### src/rtl/uart_irq_pkg.sv
package uart_irq_pkg;
  localparam int unsigned NUM_EV  = 3;
  localparam int unsigned EV_RCVD = 0;
  localparam int unsigned EV_BRK  = 1;
  localparam int unsigned EV_ADR  = 2;
  typedef logic [NUM_EV-1:0] ev_vec_t;
endpackage

### src/rtl/uart_irq_txedge.sv
module uart_irq_txedge (
  input  logic clk_i,
  input  logic rst_ni,
  input  logic busy_i,
  output logic done_o
);
  logic busy_q;

  always_ff @(posedge clk_i or negedge rst_ni) begin
    if (!rst_ni) busy_q <= 1'b0;
    else         busy_q <= busy_i;
  end

  assign done_o = busy_q & ~busy_i;
endmodule

### src/rtl/uart_irq_flags.sv
module uart_irq_flags
  import uart_irq_pkg::*;
#(
  parameter int unsigned N = NUM_EV
) (
  input  logic         clk_i,
  input  logic         rst_ni,
  input  logic [N-1:0] set_i,
  input  logic [N-1:0] clr_i,
  input  logic         eot_i,
  output logic [N-1:0] flags_o
);
  for (genvar k = 0; k < N; k++) begin : g_bit
    logic vis_q, cur_q, vis_d, cur_d, base;

    // at eot, only what this telegram set survives into the next one
    always_comb begin
      base  = eot_i ? cur_q : vis_q;
      vis_d = (base & ~clr_i[k]) | set_i[k];
      cur_d = eot_i ? 1'b0 : ((cur_q & ~clr_i[k]) | set_i[k]);
    end

    always_ff @(posedge clk_i or negedge rst_ni) begin
      if (!rst_ni) begin
        vis_q <= 1'b0;
        cur_q <= 1'b0;
      end else begin
        vis_q <= vis_d;
        cur_q <= cur_d;
      end
    end

    assign flags_o[k] = vis_q;
  end
endmodule

### src/rtl/uart_irq_gate.sv
module uart_irq_gate
  import uart_irq_pkg::*;
#(
  parameter int unsigned N = NUM_EV
) (
  input  logic         clk_i,
  input  logic         rst_ni,
  input  logic [N-1:0] hit_i,
  input  logic         tx_done_i,
  input  logic         eot_i,
  output logic         irq_o
);
  logic fired_q, irq_q, rx_hit, rx_fire;

  assign rx_hit  = |hit_i;
  assign rx_fire = rx_hit & ~fired_q;

  always_ff @(posedge clk_i or negedge rst_ni) begin
    if (!rst_ni) begin
      fired_q <= 1'b0;
      irq_q   <= 1'b0;
    end else begin
      fired_q <= eot_i ? 1'b0 : (fired_q | rx_hit);
      irq_q   <= tx_done_i | rx_fire;
    end
  end

  assign irq_o = irq_q;
endmodule

### src/rtl/uart_irq_combiner.sv
module uart_irq_combiner
  import uart_irq_pkg::*;
(
  input  logic              clk_i,
  input  logic              rst_ni,
  input  logic              tx_busy_i,
  input  logic              rx_tel_i,
  input  logic              brk_i,
  input  logic              adr_i,
  input  logic              fifo_was_empty_i,
  input  logic              eot_i,
  input  logic              mask_we_i,
  input  logic [NUM_EV-1:0] mask_wdata_i,
  input  logic [NUM_EV-1:0] flag_clr_i,
  output logic [NUM_EV-1:0] mask_o,
  output logic [NUM_EV-1:0] flags_o,
  output logic              irq_o
);
  ev_vec_t mask_q, ev, hit, set;
  logic    tx_done;

  always_ff @(posedge clk_i or negedge rst_ni) begin
    if (!rst_ni)        mask_q <= '0;
    else if (mask_we_i) mask_q <= mask_wdata_i;
  end

  always_comb begin
    ev          = '0;
    ev[EV_RCVD] = rx_tel_i;
    ev[EV_BRK]  = brk_i;
    ev[EV_ADR]  = adr_i;
    hit         = ev & mask_q;
    set         = hit;
    set[EV_RCVD] = hit[EV_RCVD] & fifo_was_empty_i;
  end

  uart_irq_txedge u_txedge (
    .clk_i (clk_i),
    .rst_ni(rst_ni),
    .busy_i(tx_busy_i),
    .done_o(tx_done)
  );

  uart_irq_flags #(.N(NUM_EV)) u_flags (
    .clk_i  (clk_i),
    .rst_ni (rst_ni),
    .set_i  (set),
    .clr_i  (flag_clr_i),
    .eot_i  (eot_i),
    .flags_o(flags_o)
  );

  uart_irq_gate #(.N(NUM_EV)) u_gate (
    .clk_i    (clk_i),
    .rst_ni   (rst_ni),
    .hit_i    (hit),
    .tx_done_i(tx_done),
    .eot_i    (eot_i),
    .irq_o    (irq_o)
  );

  assign mask_o = mask_q;
endmodule

### config.mk
export PLATFORM = sky130hd
export DESIGN_NAME = uart_irq_combiner
export DESIGN_NICKNAME = d
export VERILOG_FILES = /design/src/rtl/uart_irq_pkg.sv /design/src/rtl/uart_irq_txedge.sv /design/src/rtl/uart_irq_flags.sv /design/src/rtl/uart_irq_gate.sv /design/src/rtl/uart_irq_combiner.sv
export SDC_FILE = /design/constraint.sdc
export NUM_CORES = 1
export LEC_CHECK = 0
export BUFFER_PORTS_ARGS = -buffer_cell sky130_fd_sc_hd__buf_4
export CAP_MARGIN = 40
export CORE_AREA = 2 2 39 41
export DETAILED_ROUTE_END_ITERATION = 8
export DIE_AREA = 0 0 41 43
export GPL_ROUTABILITY_DRIVEN = 0
export SYNTH_ARGS = -nofsm -noshare
export SYNTH_HDL_FRONTEND = slang
export SYNTH_SLANG_ARGS = --single-unit
### constraint.sdc
create_clock -name clk_i -period 3.3 [get_ports clk_i]
set_clock_uncertainty 0.1 [all_clocks]
set_input_delay 0.495 -clock clk_i [delete_from_list [all_inputs] [get_ports clk_i]]
set_output_delay 0.495 -clock clk_i [all_outputs]
set_load 0.01 [all_outputs]
==> results of run 1 <==
[per-layer routing]
layer  up-vias  GRT usage, %  wire (microns)
li1        180             -               -
met1       175          17.4             411
met2        16          21.3             469
met3         0          4.71              77
met4         0          8.00               0
met5         -             0               0
[flip-flops by register name, summed over array words and instances, names as in the netlist]
register	cells
u_gate.irq_o	1
u_gate.fired_q	1
u_flags.g_bit.cur_q	3
mask_o	3
u_txedge.busy_q	1
u_flags.g_bit.vis_q	3
[cell type report]
| type | count | area [sq um] |
|---|---|---|
| clock buffers | 4 | 36.3 |
| well taps | 16 | 20.0 |
| multi-input cells | 21 | 146 |
| flip-flops and latches | 12 | 300 |
| inverters | 2 | 7.51 |
| repair buffers | 22 | 168 |
| fillers | 136 | 706 |
[kinds of logic after synthesis]
kind of cell / Yosys count
AOI/OAI and AO/OA: 9
buffers and inverters: 6
DFF: 12
muxes: 6
and+or+nand+nor: 6
[timing repair]
item / 4_1_cts / 5_1_grt
resized for setup: 0 / 0
hold buffers: 1 / 0
hold endpoints to repair: 12 / 0
[report_power, final]
part / switching (mW) / internal, mW / total, mW / leakage, nW
Combinational: 0.0221 / 0.0325 / 0.0547 / 0.167
Clock: 0.0490 / 0.0670 / 0.116 / 0.0210
Sequential: 0.00825 / 0.160 / 0.168 / 0.149
Total: 0.0793 / 0.260 / 0.339 / 0.337
[final timing paths]
kind,from,to,slack [ns]
min reg2reg,u_gate.fired_q,u_gate.irq_o,0.36
max,mask_o[2],mask_o[2],1.86
min,tx_busy_i,u_txedge.busy_q,0.24
max reg2reg,mask_o[2],u_gate.irq_o,2.11
max in group asynchronous,rst_ni,u_flags.g_bit[0].vis_q,2.46
min in group asynchronous,rst_ni,u_flags.g_bit[2].vis_q,0.49
[layout by cell type, fill, tap and decap left out]
cell           instances
o22ai_1                1
dfrtp_1               12
o21ai_0                3
nand2_1                2
nand2b_1               3
dlygate4sd3_1          1
clkbuf_4               3
clkbuf_8               1
nand3_1                1
mux2_2                 3
mux2i_1                3
buf_4                 21
a21oi_1                4
a222oi_1               1
inv_1                  2
[per-stage QoR]
step	std cells	area (sq um)	hold slack, ns	setup slack (ns)	power [mW]
floorplan	39	484	0.0994	2.09	0.197
global placement	72	632	0.243	1.94	0.225
detailed placement	72	632	0.245	1.90	0.226
CTS	77	678	0.230	1.84	0.345
global route	77	678	0.220	1.81	0.361
finish	77	678	0.238	1.86	0.339
==> out/metrics.cfg, run 1 <==
[run_status]
outcome = finished, final reports clean

[synth]
synth.largest_area_cell = dfrtp_1
synth_compound_area_share_pct = 10.6
synth_area_sq_um = 484
netlist_instances = 39
ys_ff_latch = 12
yosys_warnings = 0
synthArstFlopShare_pct = 100
synth_mux_area_share_pct = 13.2
synth.most_common_cell = dfrtp_1
syn-num-nets = 54
synth_area_leaders = dfrtp_1 62%, mux2_2 7.0%, mux2i_1 6.2%
synth_top_family_by_area = multiplexers
synthDominantCellAreaShare_pct = 62.0
synth_area_per_cell_sq_um = 12.4
yosys-top-cells-count = 12 x dfrtp_1, 4 x a21oi_1, 4 x buf_4
synth_edf_count = 0
synthXorXnorAreaFrac_pct = 0
dominantRegCellSynth = dfrtp_1
synth_simple_gate_area_share_pct = 6.46
synth-adder-area-share_pct = 0
seq_area_frac_synth_pct = 62.0
synth_cell_types = 12

[detailed_routing]
drc = 0
drt_iter0_markers = 9
wire_per_inst_microns = 12.5
drtPass1Iterations = 4
routed_wirelength_microns = 959
via_per_inst = 4.82
ant_nets = 0
vias = 371

[clock_tree]
postCtsSetupRepairBufs = 0
clock_latency_ns = 0.27
clkSlewWorstSetupHoldPaths_ns = 0.07
cts_tree = built
cts.sinks = 12
cts_buffers = 3
cts_buffer_depth = 2
h-tree-depth = 1
cts-root-buf = clkbuf_4

[global_routing]
grt_pass1_wl_mm = 1.66
antenna_found_initial = 0
grt_pass1_vias = 422
gr-usage-all-layers_pct = 14.3
grt_max_degree = 13
grt_overflow_total = 0

[worst_setup_path]
critPathKind = flip-flop to primary output
cp.arrival_ns = 0.85
critPathCaptureType = primary output
reg2reg_depth = 2
cp_max_fo = 4
required_ns = 2.70
path_delay_family = flip-flops
cp.depth = 1
slowest_delay_ns = 0.42
cp-start-kind = flip-flop
crit_chain = buf_4
crit_buf_inv = 1
critPathSlowestCell = dfrtp_1

[floorplan]
die-area_sq_um = 1760
initial_core_util_pct = 35.0
row_count = 14
die_h_microns = 43
core_sq_um = 1380
dieWidth_microns = 41
ios = 22

[placement]
hpwlAfterDp_microns = 743
port_buffers = 21

[sta]
min_period_ns = 1.44
finalMaxSlewViolations = 0
rsz0062_at_grt = false
fin_crit_sh_pct = 43.6
relSlewSlack_pct = 76.2
fin_setup_tns_ns = 0
setup_viol = 0
tightest_slew_ns = 0.357
max_freq_ghz = 0.694
hold_viol = 0

[cells_and_area]
drive_gt1_share_pct = 45.9
nNetsFinal = 77
area_growth_pct = 40.1
final_util_pct = 49.0
num_antenna_cells = 0

[power_and_ir_drop]
powerDensity_nw_per_um2 = 500
peakVddDrop_v = 0.000191
p_leak_nw = 0.337

[flow_run]
maxCapViolCount = 0

[hold_path]
hold_depth = 1
min_path_type = input pin to flip-flop

No activity file was read; power rests on OpenSTA's default activity.
==> run 2, diff against run 1 <==
- clock period: 3.3 -> 1.4 ns (I/O delays scaled with it)
==> out/metrics.cfg, run 2 (synthesized netlist as in run 1, its figures left out) <==
[run_status]
outcome = finished, final reports clean  ; unchanged

[clock_tree]
clock_latency_ns = 0.27  ; about the same
clkSlewWorstSetupHoldPaths_ns = 0.08  ; was 0.07 ns
cts-root-buf = clkbuf_4  ; unchanged
cts_buffers = 3  ; unchanged
cts_buffer_depth = 2  ; unchanged
postCtsSetupRepairBufs = 0  ; unchanged
cts_hold_buf = 2  ; was 1
cts.repair.resized = 0  ; unchanged
cts.sinks = 12  ; unchanged
cts_tree = built  ; unchanged
h-tree-depth = 1  ; unchanged

[global_routing]
grt_pass1_vias = 363  ; was 422
grt_max_degree = 13  ; unchanged
antenna_found_initial = 0  ; unchanged
grt_pass1_wl_mm = 1.53  ; was 1.66 mm
gr-usage-all-layers_pct = 13.6  ; was 14.3%
grt_overflow_total = 0  ; unchanged

[power_and_ir_drop]
power_mw = 0.807  ; was 0.339 mW
p_leak_nw = 0.341  ; was 0.337 nW
powerDensity_nw_per_um2 = 1170  ; was 500 nW/um^2
peakVddDrop_v = 0.000765  ; was 0.000191 V

[cells_and_area]
layout_common_cells = 21 x buf_4, 12 x dfrtp_1, 4 x a21oi_1  ; unchanged
nNetsFinal = 78  ; was 77
drive_gt1_share_pct = 45.2  ; was 45.9%
stdcell_count = 78  ; was 77
area_growth_pct = 42.1  ; was 40.1%
num_antenna_cells = 0  ; unchanged
final_common_cell = buf_4  ; unchanged

[detailed_routing]
vias = 364  ; was 371
drtPass1Iterations = 4  ; unchanged
routed_wirelength_microns = 946  ; was 959 microns
wire_per_inst_microns = 12.1  ; was 12.5 microns
drc = 0  ; unchanged
drt_iter0_markers = 8  ; was 9
ant_nets = 0  ; unchanged
via_per_inst = 4.67  ; was 4.82

[worst_setup_path]
slowest_delay_ns = 0.41  ; was 0.42 ns
critPathSlowestCell = dfrtp_1  ; unchanged
cp.arrival_ns = 1.23  ; was 0.85 ns
critPathCaptureType = flip-flop  ; was primary output
crit_buf_inv = 0  ; was 1
required_ns = 1.45  ; was 2.70 ns
crit_chain = a222oi_1, o22ai_1  ; was buf_4
cp_max_fo = 4  ; unchanged
cp-start-kind = flip-flop  ; unchanged
critPathKind = flip-flop to flip-flop  ; was flip-flop to primary output
path_delay_family = compound AO/OA/AOI/OAI gates  ; was flip-flops

[floorplan]
die-area_sq_um = 1760  ; unchanged
core_sq_um = 1380  ; unchanged
ios = 22  ; unchanged
dieWidth_microns = 41  ; unchanged
initial_core_util_pct = 35.0  ; unchanged
die_h_microns = 43  ; unchanged
row_count = 14  ; unchanged

[sta]
relSlewSlack_pct = 74.7  ; was 76.2%
hold_viol = 0  ; unchanged
max_freq_ghz = 0.846
tightest_slew_ns = 0.379  ; was 0.357 ns
fin_crit_sh_pct = 84.4
rsz0062_at_grt = false  ; unchanged
min_period_ns = 1.18
setup_viol = 0  ; unchanged
fin_setup_tns_ns = 0  ; unchanged
finalMaxSlewViolations = 0  ; unchanged

[placement]
port_buffers = 21  ; unchanged
place_inst = 72  ; unchanged

[hold_path]
min_path_type = input pin to flip-flop  ; unchanged

[flow_run]
maxCapViolCount = 0  ; unchanged

## run 2: cell count changes in the layout (fill, tap and decap cells not counted)
cell           delta
dlygate4sd3_1     +1
## run 2: worst paths after layout
kind | depth (start not counted) | from | slack, ns | to
worst max-delay path | 2 | mask_o[2] | 0.22 | u_gate.irq_o
worst min-delay path | 2 | flag_clr_i[0] | 0.02 | u_flags.g_bit[0].vis_q
worst max register to register | 2 | mask_o[2] | 0.22 | u_gate.irq_o
worst min register to register | 1 | u_gate.fired_q | 0.35 | u_gate.irq_o
max in group asynchronous | 2 | rst_ni | 0.85 | u_flags.g_bit[0].cur_q
min in group asynchronous | 2 | rst_ni | 0.20 | u_flags.g_bit[2].vis_q
## run 2: layout make-up
class                           count  area, sq um
Tap cell                           16         20.0
Fill cell                         129          696
Multi-Input combinational cell     21          146
Timing Repair Buffer               23          178
Sequential cell                    12          300
Inverter                            2         7.51
Clock buffer                        4         36.3
## run 2: worst reg2reg max path, delay by kind of cell (launching register included)
kind               cells  cell delay (ns)
AOI/OAI and AO/OA      2             0.55
DFF                    1             0.41
## run 2: per-layer routing
layer | routed length [microns] | share of wire [%] | GRT usage [%] | vias to the layer above
met5 | 0 | 0 | 0 | -
met4 | 10 | 1.1 | 8.00 | 0
met3 | 98 | 10 | 7.85 | 2
met2 | 387 | 41 | 15.0 | 19
met1 | 450 | 48 | 19.7 | 164
li1 | - | - | - | 179
## run 2: through the flow
step	worst slack (ns)	area [sq um]	hold slack, ns	utilization, %
4_1_cts	0.218	688	0.0156	49.7
6_report	0.218	688	0.0198	49.7
3_5_place_dp	0.233	632	-0.0447	45.7
5_1_grt	0.146	688	0.0132	49.7
2_1_floorplan	0.263	484	-0.186	-
3_3_place_gp	0.254	632	-0.0429	45.7
## run 2: power breakdown
part	switching [mW]	leakage [nW]	internal, mW
Clock	0.120	0.0210	0.158
Sequential	0.0194	0.149	0.377
Combinational	0.0528	0.171	0.0785
Total	0.193	0.341	0.614
